[config.mk]
export PLATFORM = sky130hd
export DESIGN_NAME = clkseq_ctrl
export DESIGN_NICKNAME = d
export VERILOG_FILES = /design/src/rtl/clkseq_pkg.sv /design/src/rtl/clkseq_decode.sv /design/src/rtl/clkseq_timer.sv /design/src/rtl/clkseq_ffcheck.sv /design/src/rtl/clkseq_ctrl.sv
export SDC_FILE = /design/constraint.sdc
export NUM_CORES = 1
export LEC_CHECK = 0
export CORE_UTILIZATION = 45
export DETAILED_ROUTE_END_ITERATION = 8
export PLACE_DENSITY = 0.73
export SETUP_SLACK_MARGIN = 0.5
export SLEW_MARGIN = 15
export SYNTH_ARGS = -nofsm -noshare
export SYNTH_HDL_FRONTEND = slang
export SYNTH_SLANG_ARGS = --single-unit
[constraint.sdc]
create_clock -name clk -period 2.27 [get_ports clk]
set_input_delay 0.3405 -clock clk [delete_from_list [all_inputs] [get_ports clk]]
set_output_delay 0.3405 -clock clk [all_outputs]
set_load 0.005 [all_outputs]
[src/rtl/clkseq_pkg.sv]
package clkseq_pkg;
    typedef enum logic [1:0] {
        MODE_LOOP_INT = 2'd0,
        MODE_LOOP_EXT = 2'd1,
        MODE_BYP_EXT  = 2'd2,
        MODE_BYP_INT  = 2'd3
    } clk_mode_e;

    localparam logic [1:0] SRC_LOOP    = 2'b00;
    localparam logic [1:0] SRC_BYP_INT = 2'b01;
    localparam logic [1:0] SRC_BYP_EXT = 2'b10;
endpackage

[src/rtl/clkseq_decode.sv]
module clkseq_decode
    import clkseq_pkg::*;
(
    input  clk_mode_e  cur_mode,
    input  logic       cur_ext_en,
    input  logic [1:0] wr_src,
    input  logic       wr_ref_int,
    input  logic       wr_ext_en,
    output clk_mode_e  tgt_mode,
    output logic       legal
);
    logic known;
    logic needs_ext;
    logic ext_ok;
    logic hop_bad;

    always_comb begin
        known    = 1'b1;
        tgt_mode = cur_mode;
        case (wr_src)
            SRC_LOOP:    tgt_mode = wr_ref_int ? MODE_LOOP_INT : MODE_LOOP_EXT;
            SRC_BYP_INT: begin tgt_mode = MODE_BYP_INT; known = wr_ref_int;  end
            SRC_BYP_EXT: begin tgt_mode = MODE_BYP_EXT; known = !wr_ref_int; end
            default:     known = 1'b0;
        endcase
        needs_ext = (tgt_mode == MODE_LOOP_EXT) || (tgt_mode == MODE_BYP_EXT);
        ext_ok    = !needs_ext || (cur_ext_en && wr_ext_en);
        hop_bad   = ((cur_mode == MODE_LOOP_EXT) && (tgt_mode == MODE_BYP_INT)) ||
                    ((cur_mode == MODE_BYP_INT)  && (tgt_mode == MODE_LOOP_EXT));
        legal     = known && ext_ok && !hop_bad;
    end
endmodule

[src/rtl/clkseq_timer.sv]
module clkseq_timer #(
    parameter int STAB_CYC = 40,
    parameter int LOCK_CYC = 200
) (
    input  logic clk,
    input  logic rst_n,
    input  logic relock,
    output logic ref_rdy,
    output logic locked
);
    localparam int STAB_W = $clog2(STAB_CYC + 1);
    localparam int LOCK_W = $clog2(LOCK_CYC + 1);
    localparam logic [STAB_W-1:0] STAB_END = STAB_W'(STAB_CYC);
    localparam logic [LOCK_W-1:0] LOCK_END = LOCK_W'(LOCK_CYC);

    logic [STAB_W-1:0] stab_d, stab_q;
    logic [LOCK_W-1:0] lock_d, lock_q;

    always_comb begin
        stab_d = stab_q;
        lock_d = lock_q;
        if (stab_q != STAB_END) stab_d = stab_q + 1'b1;
        if (relock)
            lock_d = '0;
        else if ((stab_q == STAB_END) && (lock_q != LOCK_END))
            lock_d = lock_q + 1'b1;
    end

    always_ff @(posedge clk or negedge rst_n) begin
        if (!rst_n) begin
            stab_q <= '0;
            lock_q <= '0;
        end else begin
            stab_q <= stab_d;
            lock_q <= lock_d;
        end
    end

    assign ref_rdy = (stab_q == STAB_END);
    assign locked  = (lock_q == LOCK_END);
endmodule

[src/rtl/clkseq_ffcheck.sv]
module clkseq_ffcheck #(
    parameter int REF_DIV_W = 3,
    parameter int OUT_DIV_W = 2
) (
    input  logic                 bypass,
    input  logic [REF_DIV_W-1:0] ref_div,
    input  logic [OUT_DIV_W-1:0] out_div,
    output logic                 ok
);
    logic too_fast;

    always_comb begin
        too_fast = 1'b0;
        if (out_div == OUT_DIV_W'(0)) too_fast = (ref_div < REF_DIV_W'(2));
        if (out_div == OUT_DIV_W'(1)) too_fast = (ref_div < REF_DIV_W'(3));
        ok = !(bypass && too_fast);
    end
endmodule

[src/rtl/clkseq_ctrl.sv]
module clkseq_ctrl
    import clkseq_pkg::*;
#(
    parameter int STAB_CYC  = 40,
    parameter int LOCK_CYC  = 200,
    parameter int SW_LAT    = 8,
    parameter int REF_DIV_W = 3,
    parameter int OUT_DIV_W = 2,
    parameter int TRIM_W    = 8,
    parameter int TRIM_RST  = 128
) (
    input  logic                 clk,
    input  logic                 rst_n,
    input  logic                 cfg_wr,
    input  logic [1:0]           cfg_src_sel,
    input  logic                 cfg_ref_int,
    input  logic [REF_DIV_W-1:0] cfg_ref_div,
    input  logic [OUT_DIV_W-1:0] cfg_out_div,
    input  logic                 cfg_ext_en,
    input  logic                 trim_wr,
    input  logic [TRIM_W-1:0]    trim_coarse_in,
    input  logic                 trim_fine_in,
    output logic [1:0]           mode,
    output logic [1:0]           src_sel,
    output logic                 ref_int,
    output logic [REF_DIV_W-1:0] ref_div,
    output logic [OUT_DIV_W-1:0] out_div,
    output logic                 ext_en,
    output logic [1:0]           stat_src,
    output logic                 stat_ref_int,
    output logic                 ref_rdy,
    output logic                 locked,
    output logic                 cfg_err,
    output logic                 ffclk_ok,
    output logic [TRIM_W-1:0]    trim_coarse,
    output logic                 trim_fine
);
    localparam int SW_W = $clog2(SW_LAT + 1);
    localparam logic [SW_W-1:0] SW_LAST = SW_W'(SW_LAT - 1);

    typedef struct packed {
        clk_mode_e              mode;
        logic [1:0]             src;
        logic                   ref_int;
        logic [REF_DIV_W-1:0]   ref_div;
        logic [OUT_DIV_W-1:0]   out_div;
        logic                   ext_en;
        logic [1:0]             stat_src;
        logic                   stat_ref;
        logic [SW_W-1:0]        sw_cnt;
        logic                   err;
        logic [TRIM_W-1:0]      trim_c;
        logic                   trim_f;
    } state_t;

    state_t    d, q;
    clk_mode_e tgt_mode;
    logic      legal;
    logic      accept;
    logic      relock;

    clkseq_decode u_decode (
        .cur_mode   (q.mode),
        .cur_ext_en (q.ext_en),
        .wr_src     (cfg_src_sel),
        .wr_ref_int (cfg_ref_int),
        .wr_ext_en  (cfg_ext_en),
        .tgt_mode   (tgt_mode),
        .legal      (legal)
    );

    assign accept = cfg_wr && legal;
    assign relock = accept && (cfg_ref_int != q.ref_int);

    always_comb begin
        d     = q;
        d.err = 1'b0;
        if (cfg_wr) begin
            if (legal) begin
                d.mode    = tgt_mode;
                d.src     = cfg_src_sel;
                d.ref_int = cfg_ref_int;
                d.ref_div = cfg_ref_div;
                d.out_div = cfg_out_div;
                d.ext_en  = cfg_ext_en;
            end else begin
                d.err = 1'b1;
            end
        end
        // status lags the applied control bits by SW_LAT edges
        if (accept) begin
            d.sw_cnt = '0;
        end else if ((q.stat_src != q.src) || (q.stat_ref != q.ref_int)) begin
            if (q.sw_cnt == SW_LAST) begin
                d.stat_src = q.src;
                d.stat_ref = q.ref_int;
                d.sw_cnt   = '0;
            end else begin
                d.sw_cnt = q.sw_cnt + 1'b1;
            end
        end
        if (trim_wr) begin
            d.trim_c = trim_coarse_in;
            d.trim_f = trim_fine_in;
        end
    end

    always_ff @(posedge clk or negedge rst_n) begin
        if (!rst_n) begin
            q.mode     <= MODE_LOOP_INT;
            q.src      <= SRC_LOOP;
            q.ref_int  <= 1'b1;
            q.ref_div  <= '0;
            q.out_div  <= OUT_DIV_W'(1);
            q.ext_en   <= 1'b0;
            q.stat_src <= SRC_LOOP;
            q.stat_ref <= 1'b1;
            q.sw_cnt   <= '0;
            q.err      <= 1'b0;
            q.trim_c   <= TRIM_W'(TRIM_RST);
            q.trim_f   <= 1'b0;
        end else begin
            q <= d;
        end
    end

    clkseq_timer #(.STAB_CYC(STAB_CYC), .LOCK_CYC(LOCK_CYC)) u_timer (
        .clk     (clk),
        .rst_n   (rst_n),
        .relock  (relock),
        .ref_rdy (ref_rdy),
        .locked  (locked)
    );

    clkseq_ffcheck #(.REF_DIV_W(REF_DIV_W), .OUT_DIV_W(OUT_DIV_W)) u_ffcheck (
        .bypass  ((q.mode == MODE_BYP_EXT) || (q.mode == MODE_BYP_INT)),
        .ref_div (q.ref_div),
        .out_div (q.out_div),
        .ok      (ffclk_ok)
    );

    assign mode         = q.mode;
    assign src_sel      = q.src;
    assign ref_int      = q.ref_int;
    assign ref_div      = q.ref_div;
    assign out_div      = q.out_div;
    assign ext_en       = q.ext_en;
    assign stat_src     = q.stat_src;
    assign stat_ref_int = q.stat_ref;
    assign cfg_err      = q.err;
    assign trim_coarse  = q.trim_c;
    assign trim_fine    = q.trim_f;
endmodule

==> results of run 1 <==
-- per-stage QoR --
| step | TNS [ps] | instance area [sq um] |
|---|---|---|
| floorplan | 0 | 2232 |
| global placement | -9762 | 2705 |
| detailed placement | -11100 | 2705 |
| CTS | 0 | 3000 |
| global route | 0 | 3115 |
| finish | 0 | 3115 |
-- power by group --
| group | total (W) | internal, W | switching, W |
|---|---|---|---|
| clock | 0.000607 | 0.000359 | 0.000248 |
| combinational | 0.00133 | 0.000821 | 0.000514 |
| sequential | 0.00121 | 0.00100 | 0.000211 |
-- state kept, by name, summed over array words and instances, names as in the netlist --
name,flops
trim_coarse,8
u_timer.lock_q,8
u_timer.stab_q,6
q,4
ref_div,3
mode,2
out_div,2
src_sel,2
stat_src,2
cfg_err,1
ext_en,1
ref_int,1
stat_ref_int,1
trim_fine,1
-- kinds of logic (layout without fill, tap and decap cells) --
logic type / Yosys count / after routing
compound gates: 10 / 10
xor+xnor: 17 / 17
fa+ha+maj: 9 / 9
buf+inv: 30 / 93
flops: 42 / 42
mux: 25 / 25
simple gates: 53 / 53
-- layout by cell type (no fill, tap or decap), drive strengths merged, types with 2 or more instances in the layout --
master         count
o21ai              4
xnor2             10
nor2              17
dfrtp             38
buf               32
inv                9
ha                 9
nand3              8
dlygate4sd2        2
and3               3
clkbuf             8
mux2i              2
dfstp              4
nand4b             2
clkdlybuf4s50     40
nand2             11
xor2               7
mux2              23
a21oi              3
nand4              5
-- final cells by class --
cell class,instances,share of cell area
clock buffers,7,0.02771
clock inverters,1,0.009639
inverters,9,0.01647
multi-input cells,114,0.3442
flip-flops and latches,42,0.3398
well taps,52,0.02088
repair buffers,76,0.2414
-- worst reg2reg max path, cell delays in order (launching register included) --
cell and delay (ps):
dfrtp_2 450, mux2_4 310, ha_4 170, a31oi_4 150, nand4_4 150, buf_6 170, buf_8 130, mux2_4 290
-- metal layers --
metal	vias up	global-route usage
met5	-	0
li1	733	-
met2	52	0.2656
met4	0	0.08000
met3	6	0.06329
met1	675	0.2313
-- path summary, 6_finish.rpt --
kind	startpoint	endpoint	slack [ps]	cells past startpoint
hold reg to reg	u_timer.stab_q[5]	u_timer.stab_q[5]	480	1
min in group clk	cfg_src_sel[1]	src_sel[1]	310	3
setup reg to reg	mode[1]	mode[0]	340	7
setup / recovery	u_timer.lock_q[0]	locked	270	6
max in group asynchronous	rst_n	out_div[0]	1670	2
hold / removal	rst_n	u_timer.stab_q[4]	-10	1
-- timing repair --
action / 4_1_cts / 5_1_grt
setup buffers: 7 / 8
resized for setup: 50 / 21
gates cloned: 1 / 0
hold endpoints to repair: 0 / 0
setup endpoints to repair: 30 / 29
pin swaps: 16 / 9
==> impl_metrics.json, run 1 <==
{
  "dpl.cell_count": 277,
  "yosysTopAreaCell": "dfrtp_1",
  "final_antenna_net_count": 0,
  "die_w_microns": 71.26,
  "critPathMaxStageDelay_ps": 500,
  "yosys-top-cells-count": "dfrtp_1, buf_4, mux2_2",
  "start_util": 0.4824,
  "grt_pass1_wl_microns": 6865,
  "cpLargestDelayFamily": "simple AND/OR/NAND/NOR gates",
  "diodes": 0,
  "fill_cells": 295,
  "required_ps": 1930,
  "multiInputGateArea_sq_mm": 0.001072,
  "status": "finished, violations left",
  "max_freq_mhz": 499.7,
  "yosysMostFrequentCell": "dfrtp_1",
  "wl_microns": 4062,
  "yosysWarnings": 0,
  "async_flop_share": 1.000,
  "p_leak_nw": 1.384,
  "p_total_w": 0.003155,
  "period_needed_ps": 2001,
  "worstSetupEndpointType": "output port",
  "violations": "design-rule violations, negative hold slack",
  "synth_edf_count": 0,
  "grt_pass1_vias": 1472,
  "hold_path_class": "primary input to asynchronous set/reset pin",
  "drt_iter0_drc": 78,
  "ios": 49,
  "highest_layer": "met4",
  "cts_made_buffers": 5,
  "cp_slowest_cell": "or4b_4",
  "maxCapViolations": 0,
  "fin_skew_ps": 8.475,
  "cts_buffer_depth": 2,
  "grt_overflow": 0,
  "place.gp.congestion": 0.8194,
  "dp_slack_ps": -548.5,
  "finalCritPeriodShare": 0.8817,
  "wl_met3_microns": 316,
  "synth.yosys.seq_area_share": 0.4893,
  "peakVddDrop_mv": 0.5451,
  "ff_latch_area_sq_mm": 0.001059,
  "synthAdderAreaFrac": 0.05217,
  "netlist_instances": 186,
  "post-route-drc-count": 6,
  "cts_max_level": 2,
  "synth_compound_area_frac": 0.02957,
  "path_buf_inv": 3,
  "cp-start-kind": "flop",
  "synth_xor_area_frac": 0.06899,
  "path_class": "flop to output port",
  "clockRootBuffer": "clkbuf_8",
  "rows": 24,
  "synth_top_flop_cell": "dfrtp_1",
  "fin_nets": 279,
  "synthDistinctLibCells": 33,
  "synthTopCellsByArea": "dfrtp_1, mux2_2, buf_4",
  "syn_area_sq_mm": 0.002158,
  "finalHoldViolCount": 19,
  "clk_pin_slew_ps": 80,
  "routed-wl-met2_microns": 1842,
  "drt-met1-wl_microns": 1837,
  "syn_nets": 217,
  "die-area_sq_mm": 0.005077,
  "syn_area_per_cell_sq_um": 11.60,
  "synth_top_family_by_area": "multiplexers",
  "wl_per_cell_microns": 13.50,
  "crit_top_cell": "inv_2",
  "arrival_ps": 1660,
  "port_buffers": 48,
  "worst_slew_pin_slew_ps": 466.1,
  "maxSlewHeadroom": 0.6893,
  "yosys_register_bits": 42,
  "antenna_found_initial": 0,
  "dieHeight_microns": 71.26,
  "core_sq_mm": 0.004474,
  "p_per_area_mw_per_mm2": 1013,
  "finalNonFillerCells": 301,
  "critical_path.max_fanout": 2,
  "rsz0062_at_grt": "true",
  "synth-simple-area-share": 0.1333,
  "area.growth.synth_to_final_pct": 44.35,
  "setup_violations": 0,
  "grt_use_total": 0.1771,
  "slew_violations": 0,
  "firstDrtPassIters": 6,
  "finish.utilization": 0.6963,
  "cts_tree": "built",
  "vias": 1466,
  "grt_max_degree": 23,
  "layout_setup_ws_ps": 268.6,
  "clock_sinks": 42,
  "layout-drive-gt1-share": 0.3936,
  "post-dp-hpwl_microns": 2756,
  "hold-worst-slack_ps": -10.69,
  "cp_cell_sequence": "inv_2, ha_4, nand4b_1, or4b_4, inv_2, buf_2",
  "post_drt_via_cell_ratio": 4.870,
  "holdBufCountCts": 0,
  "synthMuxAreaShare": 0.1380,
  "synth_top_area_share": 0.4406,
  "clkLatencyLatePin_ps": 290
}
No activity file was read; power rests on OpenSTA's default activity.
==> inputs of run 2 (changes only) <==
--- a/config.mk
+++ b/config.mk
@@ -7,7 +7,7 @@
 export LEC_CHECK = 0
 export CORE_UTILIZATION = 45
 export DETAILED_ROUTE_END_ITERATION = 8
-export PLACE_DENSITY = 0.73
+export PLACE_DENSITY = 0.72
 export SETUP_SLACK_MARGIN = 0.5
 export SLEW_MARGIN = 15
 export SYNTH_ARGS = -nofsm -noshare
==> run 2 against run 1 <==
The run ends with design-rule violations left. Via count increased by 6.8%. Sequential power about the same. Clock skew decreased by 5.3 ps. Die area unchanged. Flip-flop and latch count unchanged. Maximum frequency increased by 0.77%. Clock power decreased by 4.6%. Hold slack improved by 11 ps. Critical path depth unchanged. Register-to-register slack improved by 20 ps. Combinational power increased by 8%. Non-clock buffer count decreased by 2. Largest power group unchanged. Highest routed layer unchanged.
==> impl_metrics.json, run 2 (same netlist as run 1, synthesis figures left out) <==
{
  "reg2reg_from": "mode[1]",
  "die_w_microns": 71.26,
  "clk_pin_slew_ps": 80,
  "firstDrtPassIters": 6,
  "worst_slew_pin_slew_ps": 491.4,
  "cts_made_buffers": 5,
  "max_freq_mhz": 503.5,
  "final_antenna_net_count": 0,
  "final_common_cell": "clkdlybuf4s50_1",
  "layout-drive-gt1-share": 0.4130,
  "grt_max_degree": 23,
  "critical_path.max_fanout": 2,
  "multiInputGateArea_sq_mm": 0.001089,
  "grt_use_total": 0.2066,
  "status": "finished, violations left",
  "hold-worst-slack_ps": 0.4057,
  "maxCapViolations": 0,
  "clkLatencyLatePin_ps": 290,
  "cts_buffer_depth": 2,
  "maxSlewHeadroom": 0.6724,
  "arrival_ps": 1650,
  "placed_area_sq_mm": 0.002690,
  "fin_nets": 277,
  "setup_violations": 0,
  "die-area_sq_mm": 0.005077,
  "fill_cells": 299,
  "cp-start-kind": "flop",
  "diodes": 0,
  "cts_tree": "built",
  "grt_pass1_wl_microns": 7928,
  "rsz0062_at_grt": "true",
  "hold_path_class": "primary input to asynchronous set/reset pin",
  "post-route-drc-count": 5,
  "p_leak_nw": 1.365,
  "finalNonFillerCells": 299,
  "mostFrequentLayoutCells": "clkdlybuf4s50_1, dfrtp_1, buf_4",
  "violations": "design-rule violations",
  "port_buffers": 48,
  "area.growth.synth_to_final_pct": 43.65,
  "clock_sinks": 42,
  "vias": 1566,
  "drt_iter0_drc": 56,
  "post-dp-hpwl_microns": 3146,
  "cts_max_level": 2,
  "slew_violations": 0,
  "grt_pass1_vias": 1658,
  "required_ps": 1930,
  "dieHeight_microns": 71.26,
  "dpl.cell_count": 275,
  "peakVddDrop_mv": 0.6567,
  "wl_microns": 4724,
  "place.gp.congestion": 0.8267,
  "start_util": 0.4824,
  "final_area_sq_mm": 0.003100,
  "path_class": "flop to output port",
  "worstSetupEndpointType": "output port",
  "rows": 24,
  "clockRootBuffer": "clkbuf_8",
  "period_needed_ps": 1986,
  "finalCritPeriodShare": 0.8749,
  "fin_skew_ps": 3.171,
  "ff_latch_area_sq_mm": 0.001057,
  "ios": 49,
  "finalHoldViolCount": 0,
  "p_per_area_mw_per_mm2": 1042,
  "post_drt_via_cell_ratio": 5.237,
  "grt_overflow": 0,
  "antenna_found_initial": 0,
  "core_sq_mm": 0.004474,
  "p_total_w": 0.003229,
  "crit_start": "u_timer.lock_q[0]",
  "wl_per_cell_microns": 15.80
}
==> run 2: cell count changes in the layout (fill, tap and decap cells not counted), sizes merged <==
cell	change
buf	-3
clkinv	+2
clkbuf	-1
clkdlybuf4s50	+1
dlymetal6s2s	-1
==> run 2: through the flow <==
step / TNS, ps / worst slack [ps] / utilization
floorplan: 0 / 282.3 / -
global placement: -9476 / -490.6 / 0.6012
detailed placement: -12120 / -599.0 / 0.6012
CTS: 0 / 210.0 / 0.6781
global route: 0 / 196.9 / 0.6930
finish: 0 / 284.0 / 0.6930
==> run 2: repair_timing <==
action / CTS / global route
gates resized for setup: 56 / 19
hold buffers: 0 / 0
setup endpoints to repair: 31 / 28
gates cloned: 1 / 0
setup buffers: 14 / 1
pin swaps: 16 / 10
==> run 2: final cells by class <==
class,count,share of cell area
timing repair buffer,74,0.2353
sequential,42,0.3410
inverter,9,0.01655
tap,52,0.02098
clock buffer,5,0.02220
clock inverter,3,0.01291
multi-input combinational,114,0.3511
==> run 2: path summary, 6_finish.rpt <==
path / slack [ps] / cells past startpoint / to
max in group asynchronous: 1640 / 2 / ref_int
min in group clk: 410 / 4 / src_sel[1]
worst min-delay path: 0.4 / 1 / trim_coarse[2]
worst max-delay path: 280 / 6 / locked
worst min register to register: 480 / 1 / u_timer.stab_q[5]
worst max register to register: 360 / 6 / ref_div[1]
==> run 2: report_power, final <==
group	internal (W)	switching, W	leakage, nW	total (W)
registers	0.00100	0.000211	0.505	0.00121
logic	0.000862	0.000577	0.802	0.00144
clock network	0.000324	0.000256	0.0579	0.000579
total	0.00219	0.00104	1.36	0.00323
==> run 2: layer usage <==
layer,GRT usage,share of wire
met4,0.07333,0.015
met5,0,0
met3,0.05767,0.058
met1,0.2542,0.42
met2,0.3492,0.51
==> run 2: worst max-delay path, cell delays in order (launching register included) <==
cell      delay (ps)
dfrtp_1          410
inv_2             80
ha_4             120
nand4b_1          90
or4b_4           500
inv_2             50
buf_2            100
==> inputs of run 3 (changes only) <==
--- a/config.mk
+++ b/config.mk
@@ -7,6 +7,7 @@
 export LEC_CHECK = 0
 export CORE_UTILIZATION = 45
 export DETAILED_ROUTE_END_ITERATION = 8
+export GPL_ROUTABILITY_DRIVEN = 0
 export PLACE_DENSITY = 0.72
 export SETUP_SLACK_MARGIN = 0.5
 export SLEW_MARGIN = 15
==> results of run 3 <==
The final DEF is identical to that of run 2; final timing and power are the same.
